<file path="src/rtl/rs_pkg.sv">
package rs_pkg;

    typedef enum logic [1:0] {
        OP_ADD = 2'd0,
        OP_SUB = 2'd1,
        OP_MUL = 2'd2,
        OP_DIV = 2'd3
    } rs_op_e;

    typedef enum logic [1:0] {
        ST_FREE = 2'd0,
        ST_WAIT = 2'd1,
        ST_EXEC = 2'd2,
        ST_DONE = 2'd3
    } st_state_e;

endpackage

</file>
<file path="src/rtl/rs_station.sv">
module rs_station
    import rs_pkg::*;
#(
    parameter int DW      = 16,
    parameter int TAG_W   = 3,
    parameter bit IS_MUL  = 1'b0,
    parameter int ADD_LAT = 2,
    parameter int MUL_LAT = 10,
    parameter int DIV_LAT = 40
) (
    input  logic             clk,
    input  logic             rst_n,
    input  logic             alloc,
    input  rs_op_e           alloc_op,
    input  logic [DW-1:0]    alloc_vj,
    input  logic [TAG_W-1:0] alloc_qj,
    input  logic [DW-1:0]    alloc_vk,
    input  logic [TAG_W-1:0] alloc_qk,
    input  logic             bc_valid,
    input  logic [TAG_W-1:0] bc_tag,
    input  logic [DW-1:0]    bc_data,
    input  logic             grant,
    output logic             busy,
    output logic             req,
    output logic [DW-1:0]    result
);

    localparam int MAX_AM  = (ADD_LAT > MUL_LAT) ? ADD_LAT : MUL_LAT;
    localparam int MAX_LAT = (DIV_LAT > MAX_AM) ? DIV_LAT : MAX_AM;
    localparam int CNT_W   = $clog2(MAX_LAT + 1);

    st_state_e        state, nxt;
    rs_op_e           op;
    logic [DW-1:0]    vj, vk;
    logic [TAG_W-1:0] qj, qk;
    logic [CNT_W-1:0] cnt, lat_m1;
    logic [DW-1:0]    alu_res;

    // state register
    always_ff @(posedge clk) begin
        if (!rst_n) state <= ST_FREE;
        else        state <= nxt;
    end

    // next-state logic
    always_comb begin
        nxt = state;
        unique case (state)
            ST_FREE: if (alloc)                     nxt = ST_WAIT;
            ST_WAIT: if (qj == '0 && qk == '0)      nxt = ST_EXEC;
            ST_EXEC: if (cnt == '0)                 nxt = ST_DONE;
            ST_DONE: if (grant)                     nxt = ST_FREE;
        endcase
    end

    // outputs
    always_comb begin
        busy = (state != ST_FREE);
        req  = (state == ST_DONE);
    end

    always_comb begin
        unique case (op)
            OP_ADD, OP_SUB: lat_m1 = CNT_W'(ADD_LAT - 1);
            OP_MUL:         lat_m1 = CNT_W'(MUL_LAT - 1);
            OP_DIV:         lat_m1 = CNT_W'(DIV_LAT - 1);
        endcase
    end

    generate
        if (IS_MUL) begin : g_muldiv
            always_comb begin
                if (op == OP_DIV) alu_res = (vk == '0) ? '1 : vj / vk;
                else              alu_res = vj * vk;
            end
        end else begin : g_addsub
            always_comb alu_res = (op == OP_SUB) ? vj - vk : vj + vk;
        end
    endgenerate

    // operand capture, latency counting, result hold
    always_ff @(posedge clk) begin
        if (!rst_n) begin
            op     <= OP_ADD;
            vj     <= '0;
            vk     <= '0;
            qj     <= '0;
            qk     <= '0;
            cnt    <= '0;
            result <= '0;
        end else begin
            if (alloc) begin
                op <= alloc_op;
                vj <= alloc_vj;
                qj <= alloc_qj;
                vk <= alloc_vk;
                qk <= alloc_qk;
            end else begin
                if (bc_valid && qj != '0 && qj == bc_tag) begin
                    vj <= bc_data;
                    qj <= '0;
                end
                if (bc_valid && qk != '0 && qk == bc_tag) begin
                    vk <= bc_data;
                    qk <= '0;
                end
            end
            if (state == ST_WAIT && nxt == ST_EXEC) cnt <= lat_m1;
            else if (state == ST_EXEC && cnt != '0) cnt <= cnt - 1'b1;
            if (state == ST_EXEC && cnt == '0) result <= alu_res;
        end
    end

endmodule

</file>
<file path="src/rtl/rs_cdb_arb.sv">
module rs_cdb_arb #(
    parameter int N = 5
) (
    input  logic [N-1:0] req,
    output logic [N-1:0] grant
);

    always_comb begin
        logic taken;
        taken = 1'b0;
        grant = '0;
        for (int i = 0; i < N; i++) begin
            if (req[i] && !taken) begin
                grant[i] = 1'b1;
                taken    = 1'b1;
            end
        end
    end

endmodule

</file>
<file path="src/rtl/rs_regfile.sv">
module rs_regfile #(
    parameter int DW    = 16,
    parameter int NREG  = 8,
    parameter int TAG_W = 3,
    localparam int RW   = $clog2(NREG)
) (
    input  logic             clk,
    input  logic             rst_n,
    input  logic [RW-1:0]    ra1,
    input  logic [RW-1:0]    ra2,
    input  logic [RW-1:0]    ra3,
    output logic [DW-1:0]    rv1,
    output logic [DW-1:0]    rv2,
    output logic [DW-1:0]    rv3,
    output logic [TAG_W-1:0] rt1,
    output logic [TAG_W-1:0] rt2,
    output logic [TAG_W-1:0] rt3,
    input  logic             iss_we,
    input  logic [RW-1:0]    iss_dst,
    input  logic [TAG_W-1:0] iss_tag,
    input  logic             bc_valid,
    input  logic [TAG_W-1:0] bc_tag,
    input  logic [DW-1:0]    bc_data
);

    logic [DW-1:0]    vals [NREG];
    logic [TAG_W-1:0] owner[NREG];

    always_ff @(posedge clk) begin
        for (int r = 0; r < NREG; r++) begin
            if (!rst_n) begin
                vals[r]  <= DW'(r);
                owner[r] <= '0;
            end else begin
                if (bc_valid && owner[r] != '0 && owner[r] == bc_tag) begin
                    vals[r]  <= bc_data;
                    owner[r] <= '0;
                end
                if (iss_we && iss_dst == RW'(r)) owner[r] <= iss_tag;
            end
        end
    end

    always_comb begin
        rv1 = vals[ra1];
        rv2 = vals[ra2];
        rv3 = vals[ra3];
        rt1 = owner[ra1];
        rt2 = owner[ra2];
        rt3 = owner[ra3];
    end

endmodule

</file>
<file path="src/rtl/rs_sched_core.sv">
module rs_sched_core
    import rs_pkg::*;
#(
    parameter int DATA_W       = 16,
    parameter int NUM_REGS     = 8,
    parameter int ADD_STATIONS = 3,
    parameter int MUL_STATIONS = 2,
    parameter int ADD_LAT      = 2,
    parameter int MUL_LAT      = 10,
    parameter int DIV_LAT      = 40,
    localparam int REG_W       = $clog2(NUM_REGS),
    localparam int NUM_ST      = ADD_STATIONS + MUL_STATIONS,
    localparam int TAG_W       = $clog2(NUM_ST + 1)
) (
    input  logic              clk,
    input  logic              rst_n,
    input  logic              in_valid,
    input  logic [1:0]        in_op,
    input  logic [REG_W-1:0]  in_dst,
    input  logic [REG_W-1:0]  in_src1,
    input  logic [REG_W-1:0]  in_src2,
    output logic              in_ready,
    input  logic [REG_W-1:0]  rd_addr,
    output logic [DATA_W-1:0] rd_data,
    output logic              rd_busy,
    output logic              cdb_valid,
    output logic [TAG_W-1:0]  cdb_tag,
    output logic [DATA_W-1:0] cdb_data
);

    logic [NUM_ST-1:0] busy_vec, req_vec, grant_vec, alloc_vec;
    logic [DATA_W-1:0] st_res [NUM_ST];

    logic [DATA_W-1:0] s1_reg, s2_reg, s1_val, s2_val;
    logic [TAG_W-1:0]  s1_own, s2_own, s1_q, s2_q, rd_own;
    logic [TAG_W-1:0]  pick_tag;
    logic              found, accept;

    // lowest free station of the requested kind
    always_comb begin
        found    = 1'b0;
        pick_tag = '0;
        for (int i = 0; i < NUM_ST; i++) begin
            if (!found && !busy_vec[i] && ((i >= ADD_STATIONS) == in_op[1])) begin
                found    = 1'b1;
                pick_tag = TAG_W'(i + 1);
            end
        end
    end

    assign in_ready = found;
    assign accept   = in_valid && found;

    always_comb begin
        for (int i = 0; i < NUM_ST; i++)
            alloc_vec[i] = accept && (pick_tag == TAG_W'(i + 1));
    end

    // broadcast bus
    always_comb begin
        cdb_valid = 1'b0;
        cdb_tag   = '0;
        cdb_data  = '0;
        for (int i = 0; i < NUM_ST; i++) begin
            if (grant_vec[i]) begin
                cdb_valid = 1'b1;
                cdb_tag   = TAG_W'(i + 1);
                cdb_data  = st_res[i];
            end
        end
    end

    // source operand resolution, with same-cycle bus bypass
    always_comb begin
        s1_val = s1_reg;
        s1_q   = '0;
        if (s1_own != '0) begin
            if (cdb_valid && cdb_tag == s1_own) s1_val = cdb_data;
            else begin
                s1_val = '0;
                s1_q   = s1_own;
            end
        end
        s2_val = s2_reg;
        s2_q   = '0;
        if (s2_own != '0) begin
            if (cdb_valid && cdb_tag == s2_own) s2_val = cdb_data;
            else begin
                s2_val = '0;
                s2_q   = s2_own;
            end
        end
    end

    assign rd_busy = (rd_own != '0);

    rs_regfile #(
        .DW(DATA_W), .NREG(NUM_REGS), .TAG_W(TAG_W)
    ) u_regs (
        .clk(clk), .rst_n(rst_n),
        .ra1(in_src1), .ra2(in_src2), .ra3(rd_addr),
        .rv1(s1_reg), .rv2(s2_reg), .rv3(rd_data),
        .rt1(s1_own), .rt2(s2_own), .rt3(rd_own),
        .iss_we(accept), .iss_dst(in_dst), .iss_tag(pick_tag),
        .bc_valid(cdb_valid), .bc_tag(cdb_tag), .bc_data(cdb_data)
    );

    rs_cdb_arb #(.N(NUM_ST)) u_arb (
        .req(req_vec), .grant(grant_vec)
    );

    generate
        for (genvar g = 0; g < NUM_ST; g++) begin : g_st
            rs_station #(
                .DW(DATA_W), .TAG_W(TAG_W), .IS_MUL(g >= ADD_STATIONS),
                .ADD_LAT(ADD_LAT), .MUL_LAT(MUL_LAT), .DIV_LAT(DIV_LAT)
            ) u_st (
                .clk(clk), .rst_n(rst_n),
                .alloc(alloc_vec[g]), .alloc_op(rs_op_e'(in_op)),
                .alloc_vj(s1_val), .alloc_qj(s1_q),
                .alloc_vk(s2_val), .alloc_qk(s2_q),
                .bc_valid(cdb_valid), .bc_tag(cdb_tag), .bc_data(cdb_data),
                .grant(grant_vec[g]),
                .busy(busy_vec[g]), .req(req_vec[g]), .result(st_res[g])
            );
        end
    endgenerate

endmodule

</file>
<file path="config.mk">
export PLATFORM = sky130hd
export DESIGN_NAME = rs_sched_core
export DESIGN_NICKNAME = d
export VERILOG_FILES = /design/src/rtl/rs_pkg.sv /design/src/rtl/rs_station.sv /design/src/rtl/rs_cdb_arb.sv /design/src/rtl/rs_regfile.sv /design/src/rtl/rs_sched_core.sv
export SDC_FILE = /design/constraint.sdc
export NUM_CORES = 2
export LEC_CHECK = 0
export BUFFER_PORTS_ARGS = -buffer_cell sky130_fd_sc_hd__buf_4
export CAP_MARGIN = 10
export CORE_MARGIN = 1.5
export CORE_UTILIZATION = 31
export CTS_CLUSTER_DIAMETER = 150
export DETAILED_ROUTE_END_ITERATION = 8
export SLEW_MARGIN = 0
export SYNTH_ARGS = -nofsm -noshare
export SYNTH_HDL_FRONTEND = slang
export SYNTH_SLANG_ARGS = --single-unit
</file>
<file path="constraint.sdc">
create_clock -name clk -period 26.4 [get_ports clk]
set_input_delay 0 -clock clk [delete_from_list [all_inputs] [get_ports clk]]
set_output_delay 0 -clock clk [all_outputs]
set_load 0.05 [all_outputs]
</file>
==> metrics <==
RSZ-0062 raised after global routing=yes; die height=between 300 and 400 um; grt ovf=0; crit share post-route=0.955; commonest register cell after synthesis=dfxtp_1; syn_nets=roughly 6,500; core box area=around 150,000 um^2; crit path launch type=flip-flop; CTS tree=built; vias in the first global route=about 45,000; Max Fclk=around 0.040 GHz; most common cell after layout, fill and taps aside=nand2_1; first-pass GRT wire length=261,000 um; Synth Register Bits=472; most frequent cells in the layout=nand2_1, buf_4, nor2_1; DP Wirelength=between 100,000 and 150,000 um; CTS Buffer Depth=3; multi-input logic area=between 30,000 and 40,000 um^2; Worst Setup Path Type=flip-flop to flip-flop; CTS Root Cell=clkbuf_16; CP Data Arrival Time=25.71 ns; Worst Setup End Kind=flip-flop; max-cap viol count=0; DR vias/cell=5.55; Filler Cell Count=15,734; Final #Nets=6,812; Mean Syn Cell Area=8.20 um^2; clk sink count=472; Setup TNS Final=0 ns; HP Class=input port to flip-flop; critical path peak fanout=9; worst-skew pair later-pin latency=approximately 0.63 ns; gp weighted congestion=roughly 0.92; Final Critical Period=25.21 ns; Netlist cell types=111; Initial Util=0.312; Total Routed Length=171,000 um; Setup violations, final=0; Max Slew Vio Count=0; total number of vias=46,000; DRC viols=0; initial DRC count=~4,400; H-tree depth=2; Synth-to-Final Area Change=18.5%; diode count=0; slowest stage delay, CP=0.61 ns; Final Skew=roughly 0.029 ns; post-synthesis sequential area ratio=0.228; I/O pins=55; cell area after synthesis=about 48,000 um^2; Synth Instances=a little under 6,000; die area=approximately 160,000 um^2; async set-reset flop share out of synthesis=0; Crit-path slowest cell=or4b_2; PortBufs=54; FF/Latch Area=11,000 um^2; most used cell, CP=ha_1; fraction of layout cells with a size suffix above 1=0.181; post-route ant nets=0; gr usage total=0.210; wire per inst=20.6 um; Rows=144; TritonRoute pass-1 iters=7; Data required, critical path=26.90 ns; count of flip-flops with a built-in enable after synthesis=152; CTS Buf Count=52; outcome=completed; slew margin rel.=0.133; Ys Warns=0; initial antenna violation count=0; hold violation total from the final report=0; Least-Margin Pin Slew=1.30 ns; die width=roughly 400 um; largest net degree at the start of global routing=114; clock slew at reported path FFs=0.06 ns
-- cells in the mapped netlist, types with 26 or more instances --
cell type  count  share of area
a31oi_1       49         0.0064
o22ai_1       27         0.0035
o22a_1        32         0.0058
o221ai_1      28         0.0051
ha_1         434           0.11
dfxtp_1      320           0.13
a21o_1        83          0.013
o21ai_0      164          0.017
a21oi_1      508          0.053
fa_1         163          0.068
or2_2         33         0.0043
nor3_1       124          0.013
clkbuf_1     276          0.022
inv_1        363          0.028
xor2_1       125          0.023
o31ai_1       26         0.0041
nor3b_1       32         0.0050
edfxtp_1     152          0.095
nor2b_1       38         0.0049
buf_2         38         0.0040
nor4_1        31         0.0040
or3_1         41         0.0053
xnor2_1      230          0.042
a211oi_1      33         0.0052
mux2_2        55          0.013
and2_1        57         0.0074
nor2_1       579          0.045
o21a_1        65          0.010
nand3_1      103          0.011
nand2b_1      38         0.0049
nand2_1      854          0.067
mux4_2       109          0.051
o211ai_1     202          0.032
mux2i_1       64          0.013
-- sequential cells by signal, summed over array words and instances (netlist names), 15 cells and up --
register	cells
g_st.u_st.vj	80
g_st.u_st.vk	80
g_st.u_st.cnt	30
g_st.u_st.qk	15
g_st.u_st.qj	15
g_st.u_st.result	80
u_regs.owner	24
u_regs.vals	128
-- area by class of cell --
class / count / share of cell area
Multi-Input combinational cell: 4684 / 0.622
Sequential cell: 472 / 0.193
Clock buffer: 66 / 0.0259
Timing Repair Buffer: 620 / 0.0833
Clock inverter: 28 / 0.00663
Tap cell: 2044 / 0.0449
Inverter: 368 / 0.0244
-- cells by family (layout without fill, tap and decap cells) --
logic type / count (synthesis) / count (layout) / share of synthesized area
adders and majority gates: 597 / 597 / 0.181
DFF: 472 / 472 / 0.228
muxes: 228 / 228 / 0.0772
and+or+nand+nor: 2049 / 2049 / 0.192
xor gates and xnor gates: 355 / 355 / 0.0646
buffers and inverters: 712 / 1082 / 0.0573
AOI/OAI and AO/OA: 1452 / 1455 / 0.200
-- worst max-delay path: cells and delay by family (launching register included) --
kind                     cells  cell delay [ns]
AO/OA/AOI/OAI               65            12.15
adder cells (fa/ha/maj)     15             4.75
buffers and inverters       11             1.80
flip-flops                   1             0.33
multiplexers                 1             0.38
AND/OR/NAND/NOR             32             5.59
-- layer usage --
layer / part of all wire / vias up / track usage
li1: - / 21577 / -
met1: 0.42 / 22228 / 0.276
met2: 0.47 / 1824 / 0.353
met3: 0.074 / 371 / 0.0232
met5: 0 / - / 0
met4: 0.041 / 0 / 0.0755
-- metrics by stage --
| step | utilization | instance area, um^2 | instances | hold WS [ns] | setup slack (ns) |
|---|---|---|---|---|---|
| global route | 0.370 | 57000 | 8282 | 0.201 | -0.170 |
| finish | 0.370 | 57000 | 8282 | 0.222 | 1.19 |
| detailed placement | 0.349 | 53700 | 8129 | 0.333 | -0.806 |
| CTS | 0.362 | 55800 | 8235 | 0.162 | 0.0194 |
| floorplan | - | 48100 | 5865 | 0.136 | 0.0153 |
| global placement | 0.349 | 53700 | 8128 | 0.328 | -0.467 |
-- worst paths after layout --
kind | cells past startpoint | start | to | slack (ns)
worst max-delay path | 124 | g_st[3].u_st.vk[15] | g_st[3].u_st.result[0] | 1.19
worst min-delay path | 5 | in_src2[2] | g_st[4].u_st.vk[3] | 0.22
worst max register to register | 124 | g_st[3].u_st.vk[15] | g_st[3].u_st.result[0] | 1.19
worst min register to register | 2 | g_st[3].u_st.result[5] | g_st[3].u_st.result[5] | 0.46
-- timing repair --
action | CTS | global route
setup endpoints to repair | 2 | 4
hold buffers | 10 | 0
pin swaps | 3 | 60
resized for setup | 29 | 174
endpoints found under the hold margin | 141 | 0
cloned | 1 | 2
buffers inserted | 1 | 43
Power is not shown: default switching activity piles up to over one toggle a cycle in this logic, so the estimate is an artifact.
